### src/rtl/acc_cpu_pkg.sv
package acc_cpu_pkg;

    localparam int OP_LOAD  = 0;
    localparam int OP_STORE = 1;
    localparam int OP_ADD   = 2;
    localparam int OP_ADDI  = 3;

    typedef enum logic [3:0] {
        ST_F_ADDR,
        ST_F_READ,
        ST_F_LATCH,
        ST_F_IR,
        ST_DECODE,
        ST_X_READ,
        ST_X_LATCH,
        ST_X_ALU,
        ST_X_WRITE
    } state_e;

    // register-transfer enables issued by the sequencer each cycle
    typedef struct packed {
        logic mar_pc;   // address register <- program counter
        logic mar_opd;  // address register <- instruction operand
        logic mbr_mem;  // buffer register <- memory read data
        logic mbr_ac;   // buffer register <- accumulator
        logic ir_mbr;   // instruction register <- buffer register
        logic pc_inc;   // program counter + 1
        logic ac_mem;   // accumulator <- buffer register
        logic ac_sum;   // accumulator <- adder result
        logic sum_imm;  // adder second operand is the immediate
        logic rd;       // memory read strobe
        logic wr;       // memory write strobe
    } ctrl_t;

endpackage

### src/rtl/acc_cpu_alu.sv
module acc_cpu_alu #(
    parameter int DATA_W = 16
) (
    input  logic [DATA_W-1:0] a,
    input  logic [DATA_W-1:0] b,
    output logic [DATA_W-1:0] sum
);

    // carry out is dropped: the accumulator wraps
    always_comb begin
        sum = a + b;
    end

endmodule

### src/rtl/acc_cpu_seq.sv
module acc_cpu_seq
    import acc_cpu_pkg::*;
#(
    parameter int OPC_W = 4
) (
    input  logic             clk,
    input  logic             rst,
    input  logic [OPC_W-1:0] opcode,
    output ctrl_t            ctrl
);

    localparam logic [OPC_W-1:0] OPC_LOAD  = OPC_W'(OP_LOAD);
    localparam logic [OPC_W-1:0] OPC_STORE = OPC_W'(OP_STORE);
    localparam logic [OPC_W-1:0] OPC_ADD   = OPC_W'(OP_ADD);
    localparam logic [OPC_W-1:0] OPC_ADDI  = OPC_W'(OP_ADDI);

    state_e state_d, state_q;

    always_comb begin
        state_d = state_q;
        ctrl    = '0;
        case (state_q)
            ST_F_ADDR: begin
                ctrl.mar_pc = 1'b1;
                state_d     = ST_F_READ;
            end
            ST_F_READ: begin
                ctrl.rd = 1'b1;
                state_d = ST_F_LATCH;
            end
            ST_F_LATCH: begin
                ctrl.mbr_mem = 1'b1;
                state_d      = ST_F_IR;
            end
            ST_F_IR: begin
                ctrl.ir_mbr = 1'b1;
                ctrl.pc_inc = 1'b1;
                state_d     = ST_DECODE;
            end
            ST_DECODE: begin
                if (opcode == OPC_LOAD || opcode == OPC_ADD) begin
                    ctrl.mar_opd = 1'b1;
                    state_d      = ST_X_READ;
                end else if (opcode == OPC_STORE) begin
                    ctrl.mar_opd = 1'b1;
                    ctrl.mbr_ac  = 1'b1;
                    state_d      = ST_X_WRITE;
                end else if (opcode == OPC_ADDI) begin
                    ctrl.ac_sum  = 1'b1;
                    ctrl.sum_imm = 1'b1;
                    state_d      = ST_F_ADDR;
                end else begin
                    state_d = ST_F_ADDR;
                end
            end
            ST_X_READ: begin
                ctrl.rd = 1'b1;
                state_d = ST_X_LATCH;
            end
            ST_X_LATCH: begin
                ctrl.mbr_mem = 1'b1;
                state_d      = ST_X_ALU;
            end
            ST_X_ALU: begin
                if (opcode == OPC_LOAD) begin
                    ctrl.ac_mem = 1'b1;
                end else begin
                    ctrl.ac_sum = 1'b1;
                end
                state_d = ST_F_ADDR;
            end
            ST_X_WRITE: begin
                ctrl.wr = 1'b1;
                state_d = ST_F_ADDR;
            end
            default: begin
                state_d = ST_F_ADDR;
            end
        endcase
    end

    always_ff @(posedge clk) begin
        if (rst) begin
            state_q <= ST_F_ADDR;
        end else begin
            state_q <= state_d;
        end
    end

endmodule

### src/rtl/acc_cpu_regs.sv
module acc_cpu_regs
    import acc_cpu_pkg::*;
#(
    parameter int              DATA_W   = 16,
    parameter int              ADDR_W   = 12,
    parameter logic [ADDR_W-1:0] RESET_PC = 12'h100
) (
    input  logic              clk,
    input  logic              rst,
    input  ctrl_t             ctrl,
    input  logic [DATA_W-1:0] mem_rdata,
    output logic [ADDR_W-1:0] pc,
    output logic [ADDR_W-1:0] mar,
    output logic [DATA_W-1:0] mbr,
    output logic [DATA_W-1:0] ir,
    output logic [DATA_W-1:0] ac
);

    localparam int IMM_PAD = DATA_W - ADDR_W;

    typedef struct packed {
        logic [ADDR_W-1:0] pc;
        logic [ADDR_W-1:0] mar;
        logic [DATA_W-1:0] mbr;
        logic [DATA_W-1:0] ir;
        logic [DATA_W-1:0] ac;
    } regs_t;

    regs_t             r_d, r_q;
    logic [DATA_W-1:0] imm_ext;
    logic [DATA_W-1:0] add_b;
    logic [DATA_W-1:0] add_sum;

    always_comb begin
        imm_ext = {{IMM_PAD{1'b0}}, r_q.ir[ADDR_W-1:0]};
        add_b   = ctrl.sum_imm ? imm_ext : r_q.mbr;
    end

    acc_cpu_alu #(
        .DATA_W(DATA_W)
    ) alu_i (
        .a  (r_q.ac),
        .b  (add_b),
        .sum(add_sum)
    );

    always_comb begin
        r_d = r_q;
        if (ctrl.mar_pc) begin
            r_d.mar = r_q.pc;
        end
        if (ctrl.mar_opd) begin
            r_d.mar = r_q.ir[ADDR_W-1:0];
        end
        if (ctrl.mbr_mem) begin
            r_d.mbr = mem_rdata;
        end
        if (ctrl.mbr_ac) begin
            r_d.mbr = r_q.ac;
        end
        if (ctrl.ir_mbr) begin
            r_d.ir = r_q.mbr;
        end
        if (ctrl.pc_inc) begin
            r_d.pc = r_q.pc + ADDR_W'(1);
        end
        if (ctrl.ac_mem) begin
            r_d.ac = r_q.mbr;
        end
        if (ctrl.ac_sum) begin
            r_d.ac = add_sum;
        end
    end

    always_ff @(posedge clk) begin
        if (rst) begin
            r_q    <= '0;
            r_q.pc <= RESET_PC;
        end else begin
            r_q <= r_d;
        end
    end

    always_comb begin
        pc  = r_q.pc;
        mar = r_q.mar;
        mbr = r_q.mbr;
        ir  = r_q.ir;
        ac  = r_q.ac;
    end

endmodule

### src/rtl/acc_cpu.sv
module acc_cpu
    import acc_cpu_pkg::*;
#(
    parameter int                DATA_W   = 16,
    parameter int                ADDR_W   = 12,
    parameter logic [ADDR_W-1:0] RESET_PC = 12'h100
) (
    input  logic              clk,
    input  logic              rst,
    output logic [ADDR_W-1:0] mem_addr,
    output logic              mem_rd,
    output logic              mem_wr,
    output logic [DATA_W-1:0] mem_wdata,
    input  logic [DATA_W-1:0] mem_rdata,
    output logic [ADDR_W-1:0] dbg_pc,
    output logic [DATA_W-1:0] dbg_ir,
    output logic [DATA_W-1:0] dbg_ac
);

    localparam int OPC_W = DATA_W - ADDR_W;

    ctrl_t             ctrl;
    logic [ADDR_W-1:0] pc_w;
    logic [ADDR_W-1:0] mar_w;
    logic [DATA_W-1:0] mbr_w;
    logic [DATA_W-1:0] ir_w;
    logic [DATA_W-1:0] ac_w;
    logic [OPC_W-1:0]  opcode;

    always_comb begin
        opcode = ir_w[DATA_W-1 -: OPC_W];
    end

    acc_cpu_seq #(
        .OPC_W(OPC_W)
    ) seq_i (
        .clk   (clk),
        .rst   (rst),
        .opcode(opcode),
        .ctrl  (ctrl)
    );

    acc_cpu_regs #(
        .DATA_W  (DATA_W),
        .ADDR_W  (ADDR_W),
        .RESET_PC(RESET_PC)
    ) regs_i (
        .clk      (clk),
        .rst      (rst),
        .ctrl     (ctrl),
        .mem_rdata(mem_rdata),
        .pc       (pc_w),
        .mar      (mar_w),
        .mbr      (mbr_w),
        .ir       (ir_w),
        .ac       (ac_w)
    );

    always_comb begin
        mem_addr  = mar_w;
        mem_wdata = mbr_w;
        mem_rd    = ctrl.rd;
        mem_wr    = ctrl.wr;
        dbg_pc    = pc_w;
        dbg_ir    = ir_w;
        dbg_ac    = ac_w;
    end

endmodule

### config.mk
export PLATFORM = sky130hd
export DESIGN_NAME = acc_cpu
export DESIGN_NICKNAME = d
export VERILOG_FILES = /design/src/rtl/acc_cpu_pkg.sv /design/src/rtl/acc_cpu_alu.sv /design/src/rtl/acc_cpu_seq.sv /design/src/rtl/acc_cpu_regs.sv /design/src/rtl/acc_cpu.sv
export SDC_FILE = /design/constraint.sdc
export NUM_CORES = 1
export LEC_CHECK = 0
export CAP_MARGIN = 20
export CORE_MARGIN = 5
export CORE_UTILIZATION = 46
export DETAILED_ROUTE_END_ITERATION = 7
export PLACE_DENSITY = 0.75
export SETUP_SLACK_MARGIN = 0.15
export SYNTH_ARGS = -nofsm -noshare
export SYNTH_HDL_FRONTEND = slang
export SYNTH_SLANG_ARGS = --single-unit
### constraint.sdc
create_clock -name clk -period 3.7 [get_ports clk]
set_input_delay 1.11 -clock clk [delete_from_list [all_inputs] [get_ports clk]]
set_output_delay 1.11 -clock clk [all_outputs]
set_load 0.01 [all_outputs]
==> results of run 1 <==
## sequential cells by signal (all words and copies together) (netlist names)
register	cells
regs_i.mbr	16
regs_i.pc	12
regs_i.ac	16
regs_i.mar	12
regs_i.ir	16
seq_i.state_q	4
## final timing paths
path	endpoint	cells past startpoint	slack, ns
min reg2reg	regs_i.mar[5]	2	0.46
max	regs_i.ac[13]	13	0.27
max reg2reg	regs_i.ac[13]	13	0.27
min	regs_i.mar[5]	2	0.46
## cells by family after synthesis
logic type	synth area share, %
buffers and inverters	4.107
DFF	36.73
xor gates and xnor gates	4.863
and+or+nand+nor	20.27
muxes	9.544
AOI/OAI and AO/OA	18.57
adders and majority gates	5.920
## cells in the mapped netlist (all sizes together), types with 11 or more instances
| library cell | instances |
|---|---|
| a211oi | 30 |
| ha | 18 |
| clkbuf | 20 |
| nand4 | 11 |
| mux2i | 26 |
| dfxtp | 76 |
| mux2 | 12 |
| a21oi | 41 |
| nand2 | 63 |
| nor2 | 58 |
| xnor2 | 13 |
| buf | 14 |
## where the power goes
part           switching, mW  internal, mW  total, mW
Sequential            0.0349         0.843      0.878
Clock                  0.336         0.389      0.725
Combinational          0.142         0.141      0.283
## stage by stage
stage                     cells  setup WS, ns  utilization (%)  hold WS (ns)
after global routing        673       0.08376            61.62        0.4943
after floorplan             482        0.2119                -        0.4805
after global placement      656        0.2815            58.34        0.4450
after CTS                   672        0.1543            60.89        0.4676
final                       673        0.2742            61.62        0.4633
after detailed placement    656        0.1570            58.34        0.4555
## routing by layer
layer / GRT usage, % / part of all wire [%]
met3: 3.761 / 5.7
met2: 33.18 / 46
met5: 0 / 0
met4: 5.936 / 1.5
met1: 29.71 / 47
## worst reg2reg max path: stages (launching register included)
cell	delay (ns)
dfxtp_1	0.37
nor4_4	0.30
nand3b_2	0.14
or2_4	0.30
buf_4	0.17
mux2_2	0.27
ha_2	0.30
a21oi_2	0.20
o21ai_0	0.15
or4_1	0.52
o22ai_2	0.13
xnor2_1	0.13
nand2_1	0.08
a311oi_2	0.29
## final cells by class
class                   count  area, µm²  share of cell area [%]
flip-flops and latches     76       1523                   28.20
clock inverters             6      96.34                   1.784
well taps                 108      135.1                   2.502
repair buffers            101      993.5                   18.40
clock buffers              10      127.6                   2.363
inverters                   2      7.507                  0.1390
multi-input cells         370       2517                   46.62
## what timing repair did
| item | 4_1_cts | 5_1_grt |
|---|---|---|
| setup endpoints to repair | 2 | 7 |
| buffers inserted | 0 | 1 |
| pin swaps | 1 | 2 |
| gates resized for setup | 0 | 12 |
==> results_dict.tcl, run 1 <==
set metrics [dict create \
    cp-start-kind "flip-flop" \
    drive_above_1_share_pct 10.97 \
    grt_pass1_vias 3669 \
    critPathBufInv 1 \
    clk_latency_ns 0.36 \
    worstPathArrival_ns 3.69 \
    path_delay_family "simple AND/OR/NAND/NOR gates" \
    rows 34 \
    syn_nets 519 \
    power_mw 1.886 \
    grt_overflow 0 \
    htreeDepth 3 \
    yosys_warnings 0 \
    p_per_area_nw_per_um2 349.2 \
    tns_ns 0 \
    fmax_ghz 0.2919 \
    synthTopCellsByArea "dfxtp_1, mux2i_1, nand2_1, a211oi_1, ha_1" \
    dieArea_um2 11000 \
    wire_per_inst_um 17.38 \
    cts.clk_slew.worst_paths_ns 0.08 \
    synthesis.area_um2 4143 \
    synth_cells 482 \
    core-area_um2 8763 \
    drt_wl_total_um 11700 \
    nFillCells 765 \
    antenna_cells 0 \
    hold_viol 0 \
    antenna_found_initial 0 \
    post_dp_cell_area_um2 5112 \
    slowest_stage "or4_1" \
    yosys.cell_types.count 54 \
    die-width_um 104.9 \
    rsz0062_at_grt "false" \
    io_pins 92 \
    drt_iter0_markers 150 \
    max_slew_margin_pct 31.65 \
    path_max_fanout 7 \
    crit_chain "nor4_4 -> nand3b_2 -> or2_4 -> buf_4 -> mux2_2 -> ha_2 -> a21oi_2 -> o21ai_0 -> or4_1 -> o22ai_2 -> xnor2_1 -> nand2_1 -> a311oi_2" \
    clock_path_buffers 2 \
    critical_path.endpoint_type "flip-flop" \
    route.detailed.drc 0 \
    crit_path_start "regs_i.ir[14]" \
    cts_buffers 9 \
    place.gp.congestion 0.9032 \
    synthFlopType "dfxtp_1" \
    portBuffers 91 \
    fin_area_um2 5400 \
    grt_pass1_wl_um 19350 \
    max_stage_delay_ns 0.52 \
    final_cell_mix "clkdlybuf4s50_1, dfxtp_1, nand2_1, nor2_1, a21oi_1" \
    clock_sinks 76 \
    grt_max_degree 43 \
    critPathKind "flip-flop to flip-flop" \
    area_growth_pct 30.35 \
    finalCriticalPeriod_ns 3.426 \
    netlist.area_leader.share_pct 36.73 \
    cts_root_buffer "clkbuf_8" \
    grt_usage_pct 21.09 \
    syn_avg_cell_area_um2 8.595 \
    tritoncts "built" \
    layout_worst_path_cycle_share_pct 92.59 \
    synth_edf_count 0 \
    setup_viol 0 \
    min_path_type "flip-flop to flip-flop" \
    ys_seq_area_share_pct 36.73 \
    num_vias 3814 \
    peakVddDrop_mv 0.2158 \
    dr.pass1.iters 6 \
    cap_violations 0 \
    initial_core_util_pct 47.27 \
    vias_per_cell 5.667 \
    synthArstFlopShare_pct 0 \
    status "completed" \
    holdCritStartpoint "regs_i.mar[5]" \
    fp.dieH_um 104.9 \
    synth_top_area_cell "dfxtp_1" \
    final_common_cell "clkdlybuf4s50_1" \
    worstMarginPinSlew_ns 1.025 \
    drv_slew 0 \
    skew_ns 0.01468 \
    final_net_count 597 \
    ant_nets 0 \
    r2r_start "regs_i.ir[14]" \
    post-dp-hpwl_um 8329 \
    ctsHoldBuffers 0 \
    power_leakage_nw 2.010 \
    crit_required_ns 3.96 \
    synth_seq_cells 76 \
]
(Power assumes the default switching activity.)
==> run 2, diff against run 1 <==
Settings changed: CORE_MARGIN 5 to 2.
==> run 2 against run 1 <==
Worst setup slack better by 0.070 ns. Sequential power about the same. Hold slack lost 0.0049 ns. Sequential share of layout area rose by 0.36 points. Clock skew shrank 0.0068 ns. Total power shrank 3.1%. Register-to-register slack better by 0.07 ns. First-iteration DRC count is 19% higher. Critical path depth stayed put. Non-clock buffer count fell by 1. Global-route usage up 2.4 points. Fmax rose by 2.1%. Critical path type unchanged. Largest cell class unchanged.
==> results_dict.tcl, run 2 (same netlist as run 1, synthesis figures left out) <==
set metrics [dict create \
    status "completed" \
    multi_input_area_um2 2471 \
    fmax_ghz 0.2980 \
    dieArea_um2 9781 \
    power_leakage_nw 1.989 \
    p_per_area_nw_per_um2 343.0 \
    worstMarginPinSlew_ns 1.081 \
    portBuffers 91 \
    clockPowerShare_pct 36.8 \
    antenna_found_initial 0 \
    ctsHoldBuffers 0 \
    peakVddDrop_mv 0.2045 \
    rsz0062_at_grt "true" \
    antenna_cells 0 \
    crit_required_ns 3.98 \
    power_switching_uw 521.4 \
    drv_slew 0 \
    tns_ns 0 \
    clock_path_buffers 2 \
    skew_ns 0.007914 \
    route.detailed.drc 0 \
    path_max_fanout 10 \
    post-dp-hpwl_um 7960 \
    layout_worst_path_cycle_share_pct 90.69 \
    area_growth_pct 28.60 \
    nFillCells 801 \
    min_path_type "flip-flop to flip-flop" \
    vias_per_cell 5.640 \
    grt_pass1_wl_um 18600 \
    crit_chain "nor4_4 -> nand3b_2 -> or2_4 -> mux2_2 -> ha_1 -> fa_1 -> a21o_1 -> nand4_1 -> a31oi_2 -> a41oi_2 -> o21ai_1 -> xnor2_1 -> a311oi_1" \
    dr.pass1.iters 4 \
    rows 34 \
    critPathKind "flip-flop to flip-flop" \
    num_vias 3790 \
    grt_pass1_vias 3649 \
    fin_cells 672 \
    place_inst 655 \
    max_stage_delay_ns 0.42 \
    regArea_um2 1521 \
    initial_core_util_pct 47.50 \
    final_cell_mix "clkdlybuf4s50_1, dfxtp_1, nand2_1, nor2_1, a21oi_1" \
    combPwrFrac_pct 15.0 \
    cts_buffers 9 \
    grt_max_degree 44 \
    intPower_mw 1.306 \
    swShare_pct 28.54 \
    fp.dieH_um 98.90 \
    grt_overflow 0 \
    hold_viol 0 \
    cap_violations 0 \
    final_net_count 596 \
    slowest_stage "fa_1" \
    core-area_um2 8721 \
    wire_per_inst_um 16.81 \
    max_slew_margin_pct 27.89 \
    drive_above_1_share_pct 9.752 \
    die-width_um 98.90 \
    place.gp.congestion 0.8968 \
    grt_usage_pct 23.50 \
    worstPathArrival_ns 3.63 \
    ant_nets 0 \
    final_common_cell "clkdlybuf4s50_1" \
    drt_iter0_markers 178 \
    cts_root_buffer "clkbuf_8" \
    seq_power_share_pct 48.2 \
    finalCriticalPeriod_ns 3.355 \
    clk_latency_ns 0.37 \
    htreeDepth 3 \
    io_pins 92 \
    cp-start-kind "flip-flop" \
    setup_viol 0 \
    critical_path.endpoint_type "flip-flop" \
    drt_wl_total_um 11300 \
    clock_sinks 76 \
    tritoncts "built" \
    cts.clk_slew.worst_paths_ns 0.09 \
]
-- run 2: worst paths after layout --
check                startpoint             to  slack, ns  cells after the start
hold reg to reg   regs_i.mar[5]  regs_i.mar[5]       0.46                      2
setup / recovery  regs_i.ir[14]  regs_i.ac[12]       0.34                     13
hold / removal    regs_i.mar[5]  regs_i.mar[5]       0.46                      2
setup reg to reg  regs_i.ir[14]  regs_i.ac[12]       0.34                     13
-- run 2: power groups by stage --
stage / logic [mW] / registers [mW] / clock network (mW)
after global routing: 0.300 / 0.886 / 0.718
after global placement: 0.268 / 0.899 / 0
final: 0.273 / 0.881 / 0.673
after detailed placement: 0.273 / 0.899 / 0
after CTS: 0.274 / 0.880 / 0.686
after floorplan: 0.171 / 0.894 / 0
-- run 2: metal layers --
| layer | GRT usage, % | vias up | routed length, µm |
|---|---|---|---|
| met5 | 0 | - | 0 |
| met4 | 5.901 | 0 | 126 |
| met3 | 5.035 | 12 | 650 |
| met2 | 37.63 | 112 | 5202 |
| met1 | 32.34 | 1767 | 5315 |
| li1 | - | 1899 | - |
-- run 2: layout make-up --
class | instances | area share [%]
tap | 108 | 2.536
timing repair buffer | 100 | 18.51
clock buffer | 9 | 2.325
inverter | 2 | 0.1409
clock inverter | 7 | 1.550
multi-input combinational | 370 | 46.38
sequential | 76 | 28.56
-- run 2: worst max-delay path, delay by kind of cell (launching register included) --
kind / cells / cell delay, ns
and+or+nand+nor: 4 / 0.86
DFF: 1 / 0.38
muxes: 1 / 0.29
AOI/OAI and AO/OA: 5 / 0.97
adders and majority gates: 2 / 0.63
xor gates and xnor gates: 1 / 0.13
-- run 2: per-stage QoR --
step / power [mW] / hold slack (ns) / setup slack, ns / util (%) / area (µm²)
floorplan: 1.065 / 0.4805 / 0.2119 / - / 4143
global placement: 1.168 / 0.4442 / 0.2622 / 58.54 / 5105
detailed placement: 1.172 / 0.4475 / 0.1707 / 58.54 / 5105
CTS: 1.840 / 0.4604 / 0.2048 / 60.93 / 5314
global route: 1.903 / 0.4884 / 0.1239 / 61.09 / 5328
finish: 1.827 / 0.4584 / 0.3446 / 61.09 / 5328
-- run 2: what timing repair did --
item,CTS,global route
buffers inserted,0,1
pin swaps,0,3
endpoints found under the setup margin,1,5
gates resized for setup,1,4
hold endpoints to repair,0,0
==> run 3, diff against run 2 <==
Settings changed: CORE_ASPECT_RATIO set to 1.5.
==> run 3 against run 2 <==
Total power up 15%. Critical endpoint is now regs_i.ac[14]. Critical path depth shrank 2. Largest cell class unchanged. Critical path type unchanged. Clock power increased by 41%. Wire length fell by 0.66%. Core utilization grew 1.2 points. Largest power group is now the clock network.
==> results_dict.tcl, run 3 (same netlist as run 1, synthesis figures left out) <==
set metrics [dict create \
    status "completed" \
    peakVddDrop_mv 0.2770 \
    critPathKind "flip-flop to flip-flop" \
    cts_buffers 9 \
    tritoncts "built" \
    crit_required_ns 3.95 \
    layout_worst_path_cycle_share_pct 92.86 \
    wire_per_inst_um 16.62 \
    cts_root_buffer "clkbuf_16" \
    hold_viol 0 \
    drt_wl_total_um 11220 \
    finalCriticalPeriod_ns 3.436 \
    fin_cells 675 \
    final_common_cell "clkdlybuf4s50_1" \
    cts.clk_slew.worst_paths_ns 0.06 \
    cap_violations 0 \
    io_pins 92 \
    antenna_found_initial 0 \
    slowest_stage "a2111o_1" \
    cp-start-kind "flip-flop" \
    fp.dieH_um 120.2 \
    place_inst 660 \
    grt_pass1_wl_um 18260 \
    grt_max_degree 44 \
    setup_viol 0 \
    p_per_area_nw_per_um2 385.0 \
    skew_ns 0.005403 \
    final_net_count 598 \
    clk_latency_ns 0.34 \
    power_leakage_nw 2.066 \
    portBuffers 91 \
    final_cell_mix "clkdlybuf4s50_1, dfxtp_1, nand2_1, nor2_1, a21oi_1" \
    max_stage_delay_ns 0.46 \
    clock_sinks 76 \
    grt_usage_pct 24.04 \
    max_slew_margin_pct 29.90 \
    postCtsSetupBuffers 0 \
    dp_slack_ns 0.1402 \
    drt_iter0_markers 199 \
    drv_slew 0 \
    nFillCells 715 \
    post-dp-hpwl_um 8020 \
    drive_above_1_share_pct 10.27 \
    rows 42 \
    dr.pass1.iters 5 \
    critical_path.endpoint_type "flip-flop" \
    worstPathArrival_ns 3.68 \
    ant_nets 0 \
    antenna_cells 0 \
    route.detailed.drc 0 \
    grt_pass1_vias 3799 \
    num_vias 3886 \
    dieArea_um2 9797 \
    worstMarginPinSlew_ns 1.051 \
    fmax_ghz 0.2910 \
    setup_ws_ns 0.2640 \
    power_mw 2.103 \
    clock_path_buffers 2 \
    tns_ns 0 \
    min_path_type "flip-flop to flip-flop" \
    crit_chain "nor4_4 -> nand3b_2 -> or2_4 -> buf_4 -> mux2_2 -> ha_1 -> nand4_1 -> a31oi_2 -> a41oi_2 -> a2111o_1 -> a311oi_1" \
    die-width_um 81.49 \
    vias_per_cell 5.757 \
    rsz0062_at_grt "true" \
    htreeDepth 3 \
    initial_core_util_pct 47.21 \
    path_delay_family "compound AO/OA/AOI/OAI gates" \
    place.gp.congestion 0.9151 \
    grt_overflow 0 \
    critPathBufInv 1 \
    path_max_fanout 8 \
    core-area_um2 8776 \
    area_growth_pct 31.89 \
]
==> run 3: cell count changes in the layout (fill, tap and decap cells not counted), moves of 2 or more <==
cell       before  now
inv_6           2    0
inv_8           2    0
clkbuf_8        9    2
buf_4           8   11
clkbuf_16       0    9
==> run 3: final cells by class <==
type	count	area, µm²	area share, %
Tap cell	110	137.6	2.519
Clock buffer	11	252.7	4.626
Clock inverter	4	72.57	1.328
Sequential cell	76	1521	27.85
Multi-Input combinational cell	370	2484	45.45
Inverter	2	7.507	0.1374
Timing Repair Buffer	102	988.4	18.09
==> run 3: metrics by stage <==
stage / hold WS, ns / instance area (µm²) / utilization (%)
2_1_floorplan: 0.4805 / 4143 / -
3_3_place_gp: 0.4466 / 5117 / 58.31
3_5_place_dp: 0.4552 / 5117 / 58.31
4_1_cts: 0.4632 / 5445 / 62.05
5_1_grt: 0.4899 / 5464 / 62.26
6_report: 0.4565 / 5464 / 62.26
==> run 3: timing repair <==
action	in CTS	in global routing
pin swaps	1	3
hold buffers	0	0
endpoints found under the setup margin	2	5
gates resized for setup	1	5
==> run 3: power by group <==
part	total [mW]	internal (mW)	switching, mW
combinational	0.279	0.140	0.139
sequential	0.878	0.845	0.0328
clock	0.947	0.622	0.326
==> run 3: final timing paths <==
kind	from	end	slack, ns	depth (start not counted)
worst max-delay path	regs_i.ir[14]	regs_i.ac[14]	0.26	11
worst min-delay path	regs_i.mar[6]	regs_i.mar[6]	0.46	2
worst max register to register	regs_i.ir[14]	regs_i.ac[14]	0.26	11
worst min register to register	regs_i.mar[6]	regs_i.mar[6]	0.46	2
==> run 3: layer usage <==
metal | up-vias | track usage (%) | routed length [µm]
met1 | 1828 | 28.06 | 4430
li1 | 1892 | - | -
met2 | 140 | 41.60 | 5829
met5 | - | 0 | 0
met3 | 26 | 3.209 | 623
met4 | 0 | 12.71 | 338
==> run 3: worst reg2reg max path: cells and delay by family, from the launching register on <==
kind                     cells  cell delay [ns]
flip-flops                   1             0.37
adder cells (fa/ha/maj)      1             0.38
buffers and inverters        1             0.16
AO/OA/AOI/OAI                4             1.22
multiplexers                 1             0.28
AND/OR/NAND/NOR              4             0.93
